**config.mk**
```make
export PLATFORM = sky130hd
export DESIGN_NAME = prt_pair
export DESIGN_NICKNAME = d
export VERILOG_FILES = /design/src/rtl/prt_pkg.sv /design/src/rtl/prt_prescaler.sv /design/src/rtl/prt_channel.sv /design/src/rtl/prt_pair.sv
export SDC_FILE = /design/constraint.sdc
export NUM_CORES = 1
export LEC_CHECK = 0
export BUFFER_PORTS_ARGS = -buffer_cell sky130_fd_sc_hd__buf_2
export CORE_ASPECT_RATIO = 0.8
export CORE_UTILIZATION = 40
export DETAILED_ROUTE_END_ITERATION = 6
export SKIP_LAST_GASP = 1
export SLEW_MARGIN = 40
export SYNTH_ARGS = -nofsm -noshare
export SYNTH_HDL_FRONTEND = slang
export SYNTH_SLANG_ARGS = --single-unit
```
**constraint.sdc**
```tcl
create_clock -name clk -period 2.4 [get_ports clk]
set_input_delay 0.24 -clock clk [delete_from_list [all_inputs] [get_ports clk]]
set_output_delay 0.24 -clock clk [all_outputs]
set_load 0.01 [all_outputs]
```
**src/rtl/prt_pkg.sv**
```systemverilog
package prt_pkg;
  localparam int unsigned NCH   = 2;
  localparam int unsigned CTRLW = 5;

  typedef enum logic [2:0] {
    A_CNT0 = 3'd0,
    A_RLD0 = 3'd1,
    A_CNT1 = 3'd2,
    A_RLD1 = 3'd3,
    A_CTRL = 3'd4,
    A_STAT = 3'd5
  } prt_addr_e;

  localparam int unsigned B_RUN0 = 0;
  localparam int unsigned B_RUN1 = 1;
  localparam int unsigned B_IE0  = 2;
  localparam int unsigned B_IE1  = 3;
  localparam int unsigned B_WAVE = 4;
endpackage

```
**src/rtl/prt_prescaler.sv**
```systemverilog
module prt_prescaler #(
  parameter int unsigned DIV = 20
) (
  input  logic clk,
  input  logic rst,
  output logic tick
);
  localparam int unsigned PW = (DIV > 2) ? $clog2(DIV) : 1;
  localparam logic [PW-1:0] LAST = PW'(DIV - 1);

  logic [PW-1:0] phase;

  always_ff @(posedge clk) begin
    if (rst)              phase <= '0;
    else if (phase == LAST) phase <= '0;
    else                  phase <= phase + 1'b1;
  end

  assign tick = (phase == LAST);
endmodule

```
**src/rtl/prt_channel.sv**
```systemverilog
module prt_channel #(
  parameter int unsigned W        = 16,
  parameter bit          HAS_WAVE = 1'b0
) (
  input  logic         clk,
  input  logic         rst,
  input  logic         tick,
  input  logic         run,
  input  logic         wr_cnt,
  input  logic         wr_rld,
  input  logic [W-1:0] wdata,
  input  logic         clr_flag,
  input  logic         wave_en,
  output logic [W-1:0] count,
  output logic [W-1:0] reload,
  output logic         flag,
  output logic         wave
);
  logic step;
  logic zero_hit;

  assign step     = tick & run & ~wr_cnt;
  assign zero_hit = step & (count == '0);

  always_ff @(posedge clk) begin
    if (rst)           count <= '0;
    else if (wr_cnt)   count <= wdata;
    else if (zero_hit) count <= reload;
    else if (step)     count <= count - 1'b1;
  end

  always_ff @(posedge clk) begin
    if (rst)         reload <= '0;
    else if (wr_rld) reload <= wdata;
  end

  always_ff @(posedge clk) begin
    if (rst)           flag <= 1'b0;
    else if (zero_hit) flag <= 1'b1;
    else if (clr_flag) flag <= 1'b0;
  end

  generate
    if (HAS_WAVE) begin : g_wave
      always_ff @(posedge clk) begin
        if (rst)                      wave <= 1'b0;
        else if (zero_hit && wave_en) wave <= ~wave;
      end
    end else begin : g_nowave
      logic unused_wave_en;
      assign unused_wave_en = wave_en;
      assign wave = 1'b0;
    end
  endgenerate
endmodule

```
**src/rtl/prt_pair.sv**
```systemverilog
module prt_pair #(
  parameter int unsigned W   = 16,
  parameter int unsigned DIV = 20
) (
  input  logic         clk,
  input  logic         rst,
  input  logic         wr_en,
  input  logic         rd_en,
  input  logic [2:0]   addr,
  input  logic [W-1:0] wdata,
  output logic [W-1:0] rdata,
  output logic [1:0]   irq,
  output logic         wave_out
);
  import prt_pkg::*;

  logic                  tick;
  logic [CTRLW-1:0]      ctrl_q;
  logic [NCH-1:0]        wr_cnt, wr_rld, rd_cnt, clr, arm, flag_w, wave_w;
  logic [NCH-1:0][W-1:0] cnt_w, rld_w;
  logic                  rd_stat;
  logic                  unused_wave0;

  prt_prescaler #(.DIV(DIV)) u_pre (.clk(clk), .rst(rst), .tick(tick));

  assign rd_stat = rd_en && (addr == A_STAT);

  generate
    for (genvar i = 0; i < NCH; i++) begin : g_ch
      assign wr_cnt[i] = wr_en && (addr == 3'(2*i));
      assign wr_rld[i] = wr_en && (addr == 3'(2*i+1));
      assign rd_cnt[i] = rd_en && (addr == 3'(2*i));
      assign clr[i]    = rd_cnt[i] && arm[i];

      always_ff @(posedge clk) begin
        if (rst)            arm[i] <= 1'b0;
        else if (rd_stat)   arm[i] <= flag_w[i];
        else if (rd_cnt[i]) arm[i] <= 1'b0;
      end

      prt_channel #(.W(W), .HAS_WAVE(i == 1)) u_ch (
        .clk     (clk),
        .rst     (rst),
        .tick    (tick),
        .run     (ctrl_q[B_RUN0+i]),
        .wr_cnt  (wr_cnt[i]),
        .wr_rld  (wr_rld[i]),
        .wdata   (wdata),
        .clr_flag(clr[i]),
        .wave_en (ctrl_q[B_WAVE]),
        .count   (cnt_w[i]),
        .reload  (rld_w[i]),
        .flag    (flag_w[i]),
        .wave    (wave_w[i])
      );
    end
  endgenerate

  assign wave_out     = wave_w[1];
  assign unused_wave0 = wave_w[0];

  always_ff @(posedge clk) begin
    if (rst)                           ctrl_q <= '0;
    else if (wr_en && addr == A_CTRL)  ctrl_q <= wdata[CTRLW-1:0];
  end

  always_ff @(posedge clk) begin
    if (rst) rdata <= '0;
    else if (rd_en) begin
      case (addr)
        A_CNT0:  rdata <= cnt_w[0];
        A_RLD0:  rdata <= rld_w[0];
        A_CNT1:  rdata <= cnt_w[1];
        A_RLD1:  rdata <= rld_w[1];
        A_CTRL:  rdata <= W'(ctrl_q);
        A_STAT:  rdata <= W'(flag_w);
        default: rdata <= '0;
      endcase
    end
  end

  always_ff @(posedge clk) begin
    if (rst) irq <= '0;
    else     irq <= flag_w & ctrl_q[B_IE1:B_IE0];
  end
endmodule

```
# [Yosys cells after proc, flatten, opt, wreduce, memory -nomap -nowiden]
# Index checks and enable logic that the tools add are counted.
[word_totals] register_bits=97 in_bits=23 output_inout_bits=19 word_cells=68
[classes] n_addsub=3 n_eq_ne=6 mux=15 n_bitwise=10 reduce_logical=21
[ops] op="two-way mux 16 bit" count=6
[ops] op="case mux 16 bit (6 select lines)" count=1
[ops] op="logical NOT 16 bit" count=2
[ops] op="subtractor 16 x 1 -> 16 bit (second input constant)" count=2
[ops] op="logical AND 1 bit" count=11
[ops] op="two-way mux 1 bit" count=8
[ops] op="nonzero test 2 bit" count=4
[ops] op="AND 1 bit" count=6
[ops] op="equality test 3 x 2 -> 1 bit (second input constant)" count=2
[ops] op="equality test 3 bit (second input constant)" count=2
[ops] op="nonzero test 3 bit" count=2
[ops] op="adder 5 x 1 -> 5 bit (second input constant)" count=1
[ops] op="equality test 5 bit (second input constant)" count=1
[ops] op="equality test 3 x 1 -> 1 bit (second input constant)" count=1
[ops] op="logical NOT 3 bit" count=1
[ops] op="inverter 1 bit" count=3
[ops] op="AND 2 bit" count=1
[ops] op="OR reduction 2 bit" count=1

# [Longest topological paths before layout]
# Gate-level depths: netlist of run 1.
[depth] ltp_word=7 ltp_mapped=8 ltp_nobuf=7

# [By module]
# A second synthesis of run 1 with hierarchy kept.
[unflattened] hier_cells=599 hier_area_um2=5342.6
[by_module_without_submodules] mod="prt_channel (g_ch[1].u_ch)" instances=1 cells_per_inst=207 area_each_um2=1801.7 seq_area_each_um2=680.7
[by_module_without_submodules] mod="prt_channel (g_ch[0].u_ch)" instances=1 cells_per_inst=204 area_each_um2=1769.2 seq_area_each_um2=660.6
[by_module_without_submodules] mod="prt_pair" instances=1 cells_per_inst=166 area_each_um2=1556.5 seq_area_each_um2=500.5
[by_module_without_submodules] mod="prt_prescaler" instances=1 cells_per_inst=22 area_each_um2=215.2 seq_area_each_um2=100.1

# [Least setup slack after synthesis of run 1]
# No wires, ideal clock.
[synth_timing] path_kind="flip-flop to flip-flop" start="reg g_ch[0].u_ch.count[2]" end="reg g_ch[0].u_ch.count[1]" setup_ps=88 t_arrival_ps=2058 required_time_ps=2312 setup_slack_ps=254 stages_incl_launch_ff=8 path_buffers=2 cell_sequence="dfxtp_1 > buf_6 > or4_4 > or2_1 > or3_1 > buf_2 > and2_4 > o32ai_2"
[synth_via] elab_chain_len=4 elab_cells_between_ends=5 cone_classes="mux: 2; bitwise: 1; reduce/logical: 2"
[synth_lines] item="start: declaration" line_no="prt_channel.sv:14" rtl="output logic [W-1:0] count,"
[synth_lines] item="start signal: assignment" line_no="prt_channel.sv:27" rtl="else if (wr_cnt) count <= wdata;"
[synth_lines] item="start signal: assignment" line_no="prt_channel.sv:28" rtl="else if (zero_hit) count <= reload;"
[synth_lines] item="start signal: assignment" line_no="prt_channel.sv:29" rtl="else if (step) count <= count - 1'b1;"
[synth_lines] item="logical NOT 16 bit *" line_no="prt_channel.sv:23" rtl="assign zero_hit = step & (count == '0);"
[synth_lines] item="AND 1 bit *" line_no="prt_channel.sv:23"
[synth_lines] item="two-way mux 16 bit" line_no="prt_channel.sv:28"
[synth_lines] item="two-way mux 16 bit" line_no="prt_channel.sv:27"
# Mark *: on every way between the ends. The rest lies on a longest branch, timed or not.
# A chain may end at the register's enable or synchronous reset.

# [Worst setup path in the final report of run 1]
[layout_timing] start="reg g_ch[0].u_ch.count[4]" end="reg g_ch[0].u_ch.count[1]"
# The elaborated chain is that of the path after synthesis.

==> metrics.txt, run 1 <==
final net count about 720; clock tree from TritonCTS yes; placed wire-length estimate after detailed placement 12.3 mm; detailed-route wire length per cell slightly below 20 microns; maximum number of pins on one net before global-route repair 50; Post-Synthesis Cells around 650; floorplan die width ~130 microns; most used cells in the layout excluding fill and tap cells sky130_fd_sc_hd__nand2_1 (97), sky130_fd_sc_hd__dfxtp_1 (97), sky130_fd_sc_hd__nor2_1 (67); wire length after detailed routing 16.9 mm; Synthesized Nets ~680; most area-consuming cells after synthesis sky130_fd_sc_hd__dfxtp_1 (37%), sky130_fd_sc_hd__nand2_1 (6.9%), sky130_fd_sc_hd__a21oi_1 (6.1%), sky130_fd_sc_hd__mux4_2 (6.0%), sky130_fd_sc_hd__nor2_1 (4.8%); count of hold-fix buffers inserted at cts 0; core region area approximately 13000 sq um; residual overflow from global routing 0; number of buffer cells added on primary ports 41; final-layout setup total negative slack 0 ns; M1 wire length 7.93 mm; initial core utilization 41.1%; top-level I/O count between 40 and 50; Finished Layout Cells just under 900; final cycle utilization of the critical path roughly 95%; most used flip-flop cell after synthesis sky130_fd_sc_hd__dfxtp_1; Max Used Layer met4; number of antenna violations at the first check in global routing 0; layout cells sized above 1 roughly 18%; maximum fanout along the worst path 9; Cell Area, Placed roughly 5800 sq um; number of clock sinks seen by CTS between 90 and 100; cell chosen for the clock root sky130_fd_sc_hd__clkbuf_16; filler cell count in the final layout between 1000 and 1500; Synth top area share 36.7%; first-pass GRT wire length roughly 27 mm; level count of the clock H-tree 3; highest achievable clock rate between 400 and 500 MHz; first drt pass iteration count 5; total via count after detailed routing slightly above 5000; Post-CTS Resized 0; number of setup violations in the final report 0; metal2 WL between 7 and 8 mm; vertical die dimension 105 microns; combinational family with the most area after synthesis simple AND/OR/NAND/NOR gates; actual transition at the worst max-transition pin 0.665 ns; First DRT Iteration DRCs ~600; type of element capturing the critical path register; post-route antenna net violation count 0; global routing usage summed across all routing layers around 26%; insertion delay of the later-clocked pin in the worst-skew pair approximately 0.35 ns; relative area change from synthesis to final layout 15.4%; area of the mapped netlist ~5300 sq um; share of the synthesized area in compound gates (AO/OA/AOI/OAI) 22.2%; Core Rows 37; Layout Utilization a little under half; async set-or-reset flop fraction in the synthesized netlist 0%; Total Power Consumption 3.77 mW; clock-pin transition on the worst setup and hold timing paths 0.07 ns; proportion of synthesized chip area in sequential cells between 30% and 40%; Cell Count Post-Placement 853; fraction of the mapped netlist area in simple logic gates roughly a quarter; adder and majority cell fraction of the synthesized area under 10%; result of the run finished clean; required time worst endpoint about 2.7 ns; register bit count reported by yosys slightly below 100; minimum hold slack 0.185 ns; count of different cell masters after synthesis around 70; number of flops mapped to enable cells by yosys 0; P per Cell Area roughly 620 nW/um^2; setup ws final between 0.1 and 0.15 ns; post-CTS setup-driven buffer insertion count 0; multiplexer area fraction after synthesis around 8.3%; mean area per synthesized cell a little over 8 sq um; crit path DAT around 2.5 ns; die outline area approximately 14000 sq um; final-report max-slew violation count 0; final hold vios 0; cell leakage power 2.27 nW; vias in the first global route approximately 4700; worst-case setup slack after placement about 0.17 ns; normalized max-slew margin a little under three fifths; cell taking the most area after synthesis sky130_fd_sc_hd__dfxtp_1; antenna diode count 0; RSZ-0062 raised after global routing false; final non-filler cell area ~6100 sq um; Max Cap Viol 0; Ys Warns 0; final worst path period need about 2.3 ns; via density per instance just under 6; critical path startpoint category register; final weighted congestion in routability-driven placement 0.904; crit path kind register to register; amount of wire on met3 after detailed routing 1.40 mm; post-detailed-route DRC marker count 0; clock buffer count from CTS 9; CTS max path bufs 2; fraction of synthesized cell area in xor and xnor cells ~2.8%; peak supply drop approximately 0.37 mV; worst hold path type input pin to register; Clock Skews slightly above 0.007 ns
==> state kept, by name, summed over array words and instances (netlist names) <==
register	count
rdata	16
irq	2
g_ch.u_ch.wave	1
g_ch.u_ch.reload	32
u_pre.phase	5
ctrl_q	5
g_ch.u_ch.flag	2
g_ch.u_ch.count	32
arm	2
==> synthesized netlist by cell type (all sizes together), types with 10 or more instances <==
| master | count |
|---|---|
| nor2b | 15 |
| a2bb2oi | 18 |
| inv | 10 |
| nand2 | 97 |
| nor4 | 10 |
| o21ai | 21 |
| o22ai | 21 |
| mux4 | 14 |
| buf | 15 |
| dfxtp | 97 |
| nor3 | 13 |
| nor2 | 68 |
| clkbuf | 35 |
| a22oi | 15 |
| nand3 | 13 |
| mux2i | 10 |
| a21oi | 64 |
==> path summary, 6_finish.rpt <==
path                                               end                                from  slack, ns  cells after the start
hold reg to reg                      irq[1]$_SDFF_PP0_              ctrl_q[3]$_SDFFE_PP0P_       0.46                      2
setup reg to reg    g_ch[0].u_ch.count[1]$_SDFFE_PP0P_  g_ch[0].u_ch.count[4]$_SDFFE_PP0P_       0.13                      5
hold / removal    g_ch[1].u_ch.reload[10]$_SDFFE_PP0P_                           wdata[10]       0.19                      3
setup / recovery    g_ch[0].u_ch.count[1]$_SDFFE_PP0P_  g_ch[0].u_ch.count[4]$_SDFFE_PP0P_       0.13                      5
==> cell families (layout without fill, tap and decap cells) <==
logic type,after synthesis,after routing
compound gates,180,180
xor+xnor,17,17
fa+ha+maj,5,5
buf+inv,60,105
flops,97,97
mux,26,26
simple gates,264,264
==> worst max-delay path, stage by stage (launching register included) <==
cell and delay [ns]:
sky130_fd_sc_hd__dfxtp_1 0.37, sky130_fd_sc_hd__or4_4 0.54, sky130_fd_sc_hd__or2_1 0.30, sky130_fd_sc_hd__or3_1 0.50, sky130_fd_sc_hd__and2_4 0.24, sky130_fd_sc_hd__o32ai_2 0.23
==> metal layers <==
| metal | vias up | GRT usage, % |
|---|---|---|
| met4 | 0 | 5.91 |
| li1 | 2420 | - |
| met2 | 221 | 37.5 |
| met1 | 2494 | 38.1 |
| met5 | - | 0 |
| met3 | 15 | 6.20 |
==> cell type report <==
class                           count  area [sq um]  area share, %
Tap cell                          175           219           3.59
Clock buffer                       11           243           3.98
Inverter                           10          37.5          0.615
Clock inverter                      5          55.1          0.902
Sequential cell                    97          1940           31.8
Multi-Input combinational cell    492          3110           51.0
Timing Repair Buffer               79           493           8.08
==> where the power goes <==
group | leakage (nW) | internal, mW | total [mW] | switching (mW)
registers | 0.786 | 1.64 | 1.68 | 0.0378
logic | 1.34 | 0.245 | 0.620 | 0.375
clock network | 0.142 | 0.833 | 1.47 | 0.636
(Power assumes the default switching activity.)
==> run 2: changes to the inputs <==
--- a/config.mk
+++ b/config.mk
@@ -11,4 +11,5 @@
 export DETAILED_ROUTE_END_ITERATION = 6
+export GPL_TIMING_DRIVEN = 0
 export SKIP_LAST_GASP = 1
-export SLEW_MARGIN = 40
+export SLEW_MARGIN = 20
 export SYNTH_ARGS = -nofsm -noshare
==> constraint.sdc (replaced) <==
create_clock -name clk -period 2.4 [get_ports clk]
set_input_delay 0.12 -clock clk [delete_from_list [all_inputs] [get_ports clk]]
set_output_delay 0.12 -clock clk [all_outputs]
set_load 0.01 [all_outputs]
==> run 2 against run 1 <==
Compared with the run above: sequential share of layout area increased by 0.25 points; largest cell class unchanged; clock power about the same; flip-flop and latch count unchanged; first-iteration DRC count is 10% lower; clock skew shrank 0.00067 ns; setup slack worse by 0.072 ns; combinational power decreased by 0.6%; routed wire length up 3.6%; cell count rose by 1.2%; non-clock buffer count up 10; critical endpoint is now g_ch[1].u_ch.count[14]$_SDFFE_PP0P_; global-route usage rose by 1.2 points; clock-buffer cell count is 2 lower; critical path type unchanged.
==> metrics.txt, run 2 (same netlist as run 1, synthesis figures left out) <==
top-level I/O count 42 (unchanged); First DRT Iteration DRCs 542 (-10%); level count of the clock H-tree 3 (unchanged); total via count after detailed routing 5236 (+1.7%); Worst path slowest cell sky130_fd_sc_hd__or4_1; most frequent standard cell in the layout excluding fill and tap cells sky130_fd_sc_hd__dfxtp_1; CTS max path bufs 2 (unchanged); first drt pass iteration count 7 (+2); antenna diode count 0 (unchanged); required time worst endpoint 2.61 ns (-0.05 ns); insertion delay of the later-clocked pin in the worst-skew pair 0.35 ns (about the same); M1 wire length 8.09 mm (+2.1%); fraction of power spent switching nets 29.1% (+1.3 points); final net count 727 (+1.4%); residual overflow from global routing 0 (unchanged); Comb power frac 16.2% (-0.2 points); amount of wire on met3 after detailed routing 1.57 mm (+12%); cell leakage power 2.18 nW (-4.0%); highest achievable clock rate 427 MHz (-3.1%); register share of total power 44.4% (-0.2 points); RSZ-0062 raised after global routing true; largest registers g_ch.u_ch.count: 32 flops, g_ch.u_ch.reload: 32 flops, rdata: 16 flops; number of clock sinks seen by CTS 97 (unchanged); metal2 WL 7.48 mm (+1.2%); final weighted congestion in routability-driven placement 0.922 (+2.0%); layout cells sized above 1 14.1% (-3.8 points); net switching power 1.10 mW (+5.2%); filler cell count in the final layout 1323 (+2.6%); number of antenna violations at the first check in global routing 0 (unchanged); normalized max-slew margin 53.5% (-2.0 points); final-layout setup total negative slack 0 ns (unchanged); number of setup violations in the final report 0 (unchanged); final worst path period need 2.34 ns (+0.0721 ns); global routing usage summed across all routing layers 27.0% (+1.2 points); clock share of power 39.3% (+0.3 points); count of hold-fix buffers inserted at cts 0 (unchanged); first-pass GRT wire length 27.4 mm (+3.3%); chain of cells forming the critical path or4_1 -> buf_2 -> nor4b_2 -> clkbuf_4 -> nand3_1 -> a2bb2oi_1 -> o22ai_1; Clock Skews 0.00639 ns (-0.000672 ns); maximum fanout along the worst path 10 (+1); detailed-route wire length per cell 19.9 microns (+2.4%); Bufs and invs on worst path 2 (+2); minimum hold slack 0.0647 ns (-0.120 ns); launching point of the worst reg2reg path g_ch[1].u_ch.count[2]$_SDFFE_PP0P_; most used cells in the layout excluding fill and tap cells sky130_fd_sc_hd__dfxtp_1 (97), sky130_fd_sc_hd__nand2_1 (96), sky130_fd_sc_hd__nor2_1 (67); CP top delay family simple AND/OR/NAND/NOR gates; final-report max-slew violation count 0 (unchanged); clock buffer count from CTS 9 (unchanged); worst hold path type input pin to register; core region area 12900 sq um (unchanged); post-detailed-route DRC marker count 0 (unchanged); number of buffer cells added on primary ports 40 (-2.4%); P per Cell Area 627 nW/um^2 (+1.4%); clock-pin transition on the worst setup and hold timing paths 0.07 ns (about the same); vertical die dimension 105 microns (unchanged); crit path DAT 2.56 ns (+0.03 ns); Max Cap Viol 0 (unchanged); Max Used Layer met4; floorplan die width 131 microns (unchanged); placed wire-length estimate after detailed placement 13.1 mm (+6.0%); via density per instance 5.96 (+0.51%); internal power 2.69 mW (-1.1%); setup ws final 0.0573 ns (-0.0721 ns); actual transition at the worst max-transition pin 0.697 ns (+0.0322 ns); wire length after detailed routing 17.5 mm (+3.6%); die outline area 13700 sq um (unchanged); peak supply drop 0.429 mV (+15%); maximum number of pins on one net before global-route repair 18 (-64%); crit path from g_ch[1].u_ch.count[2]$_SDFFE_PP0P_; Core Rows 37 (unchanged); type of element capturing the critical path register; slowest stage delay, CP 0.56 ns (+0.02 ns); post-CTS setup-driven buffer insertion count 0 (unchanged); Min-Delay Startpoint wdata[12]; result of the run finished clean; crit path kind register to register; final hold vios 0 (unchanged); cell chosen for the clock root sky130_fd_sc_hd__clkbuf_16; post-route antenna net violation count 0 (unchanged); relative area change from synthesis to final layout 14.5%; Layout Utilization 47.1% (-0.37 points); vias in the first global route 4758 (+2.1%); clock tree from TritonCTS yes; final cycle utilization of the critical path 97.6% (+3.0 points); worst-case setup slack after placement -0.277 ns (-0.450 ns); initial core utilization 41.1% (unchanged); critical path startpoint category register
-- run 2: cell types whose count changed in the layout (fill, tap and decap cells not counted), moves of 2 or more --
cell | before | now
sky130_fd_sc_hd__clkbuf_1 | 1 | 33
sky130_fd_sc_hd__buf_4 | 39 | 0
sky130_fd_sc_hd__buf_2 | 40 | 45
sky130_fd_sc_hd__inv_6 | 0 | 3
sky130_fd_sc_hd__clkbuf_4 | 0 | 2
sky130_fd_sc_hd__buf_1 | 0 | 7
sky130_fd_sc_hd__nor3_1 | 13 | 11
-- run 2: repair_timing --
action,CTS,global route
setup endpoints to repair,8,23
resized for setup,2,11
hold endpoints to repair,0,0
cloned,0,0
-- run 2: final cells by class --
cell class | count | area [sq um] | area share, %
clock buffers | 9 | 225 | 3.72
flip-flops and latches | 97 | 1940 | 32.1
multi-input cells | 492 | 3150 | 52.0
inverters | 10 | 37.5 | 0.620
repair buffers | 40 | 200 | 3.31
well taps | 175 | 219 | 3.62
clock inverters | 7 | 76.3 | 1.26
plain buffers | 49 | 206 | 3.41
-- run 2: layer usage --
metal | GRT usage, % | up-vias
met5 | 0 | -
met4 | 8.62 | 0
met3 | 6.50 | 26
met2 | 37.1 | 257
met1 | 40.6 | 2498
li1 | - | 2455
-- run 2: path summary, 6_finish.rpt --
| kind | end | slack [ns] | depth (start not counted) |
|---|---|---|---|
| setup reg to reg | g_ch[1].u_ch.count[14]$_SDFFE_PP0P_ | 0.06 | 7 |
| hold / removal | g_ch[1].u_ch.reload[12]$_SDFFE_PP0P_ | 0.06 | 3 |
| setup / recovery | g_ch[1].u_ch.count[14]$_SDFFE_PP0P_ | 0.06 | 7 |
| hold reg to reg | u_pre.phase[0]$_SDFF_PP0_ | 0.46 | 1 |
-- run 2: power groups by stage --
stage	registers, mW	logic, mW	clock network [mW]
final	1.69	0.616	1.49
after detailed placement	1.72	0.583	0
after CTS	1.68	0.588	1.52
after global routing	1.69	0.669	1.59
after floorplan	1.71	0.414	0
after global placement	1.72	0.574	0
-- run 2: tightest hold or removal path, delay by kind of cell --
family          cells  cell delay [ns]
compound gates      1             0.05
simple gates        1             0.06
buf+inv             1             0.14
-- run 2: metrics by stage --
step	power [mW]	cells	cell area (sq um)
CTS	3.80	880	6020
floorplan	2.12	649	5290
detailed placement	2.31	864	5710
finish	3.80	879	6060
global placement	2.29	864	5710
global route	3.95	879	6060
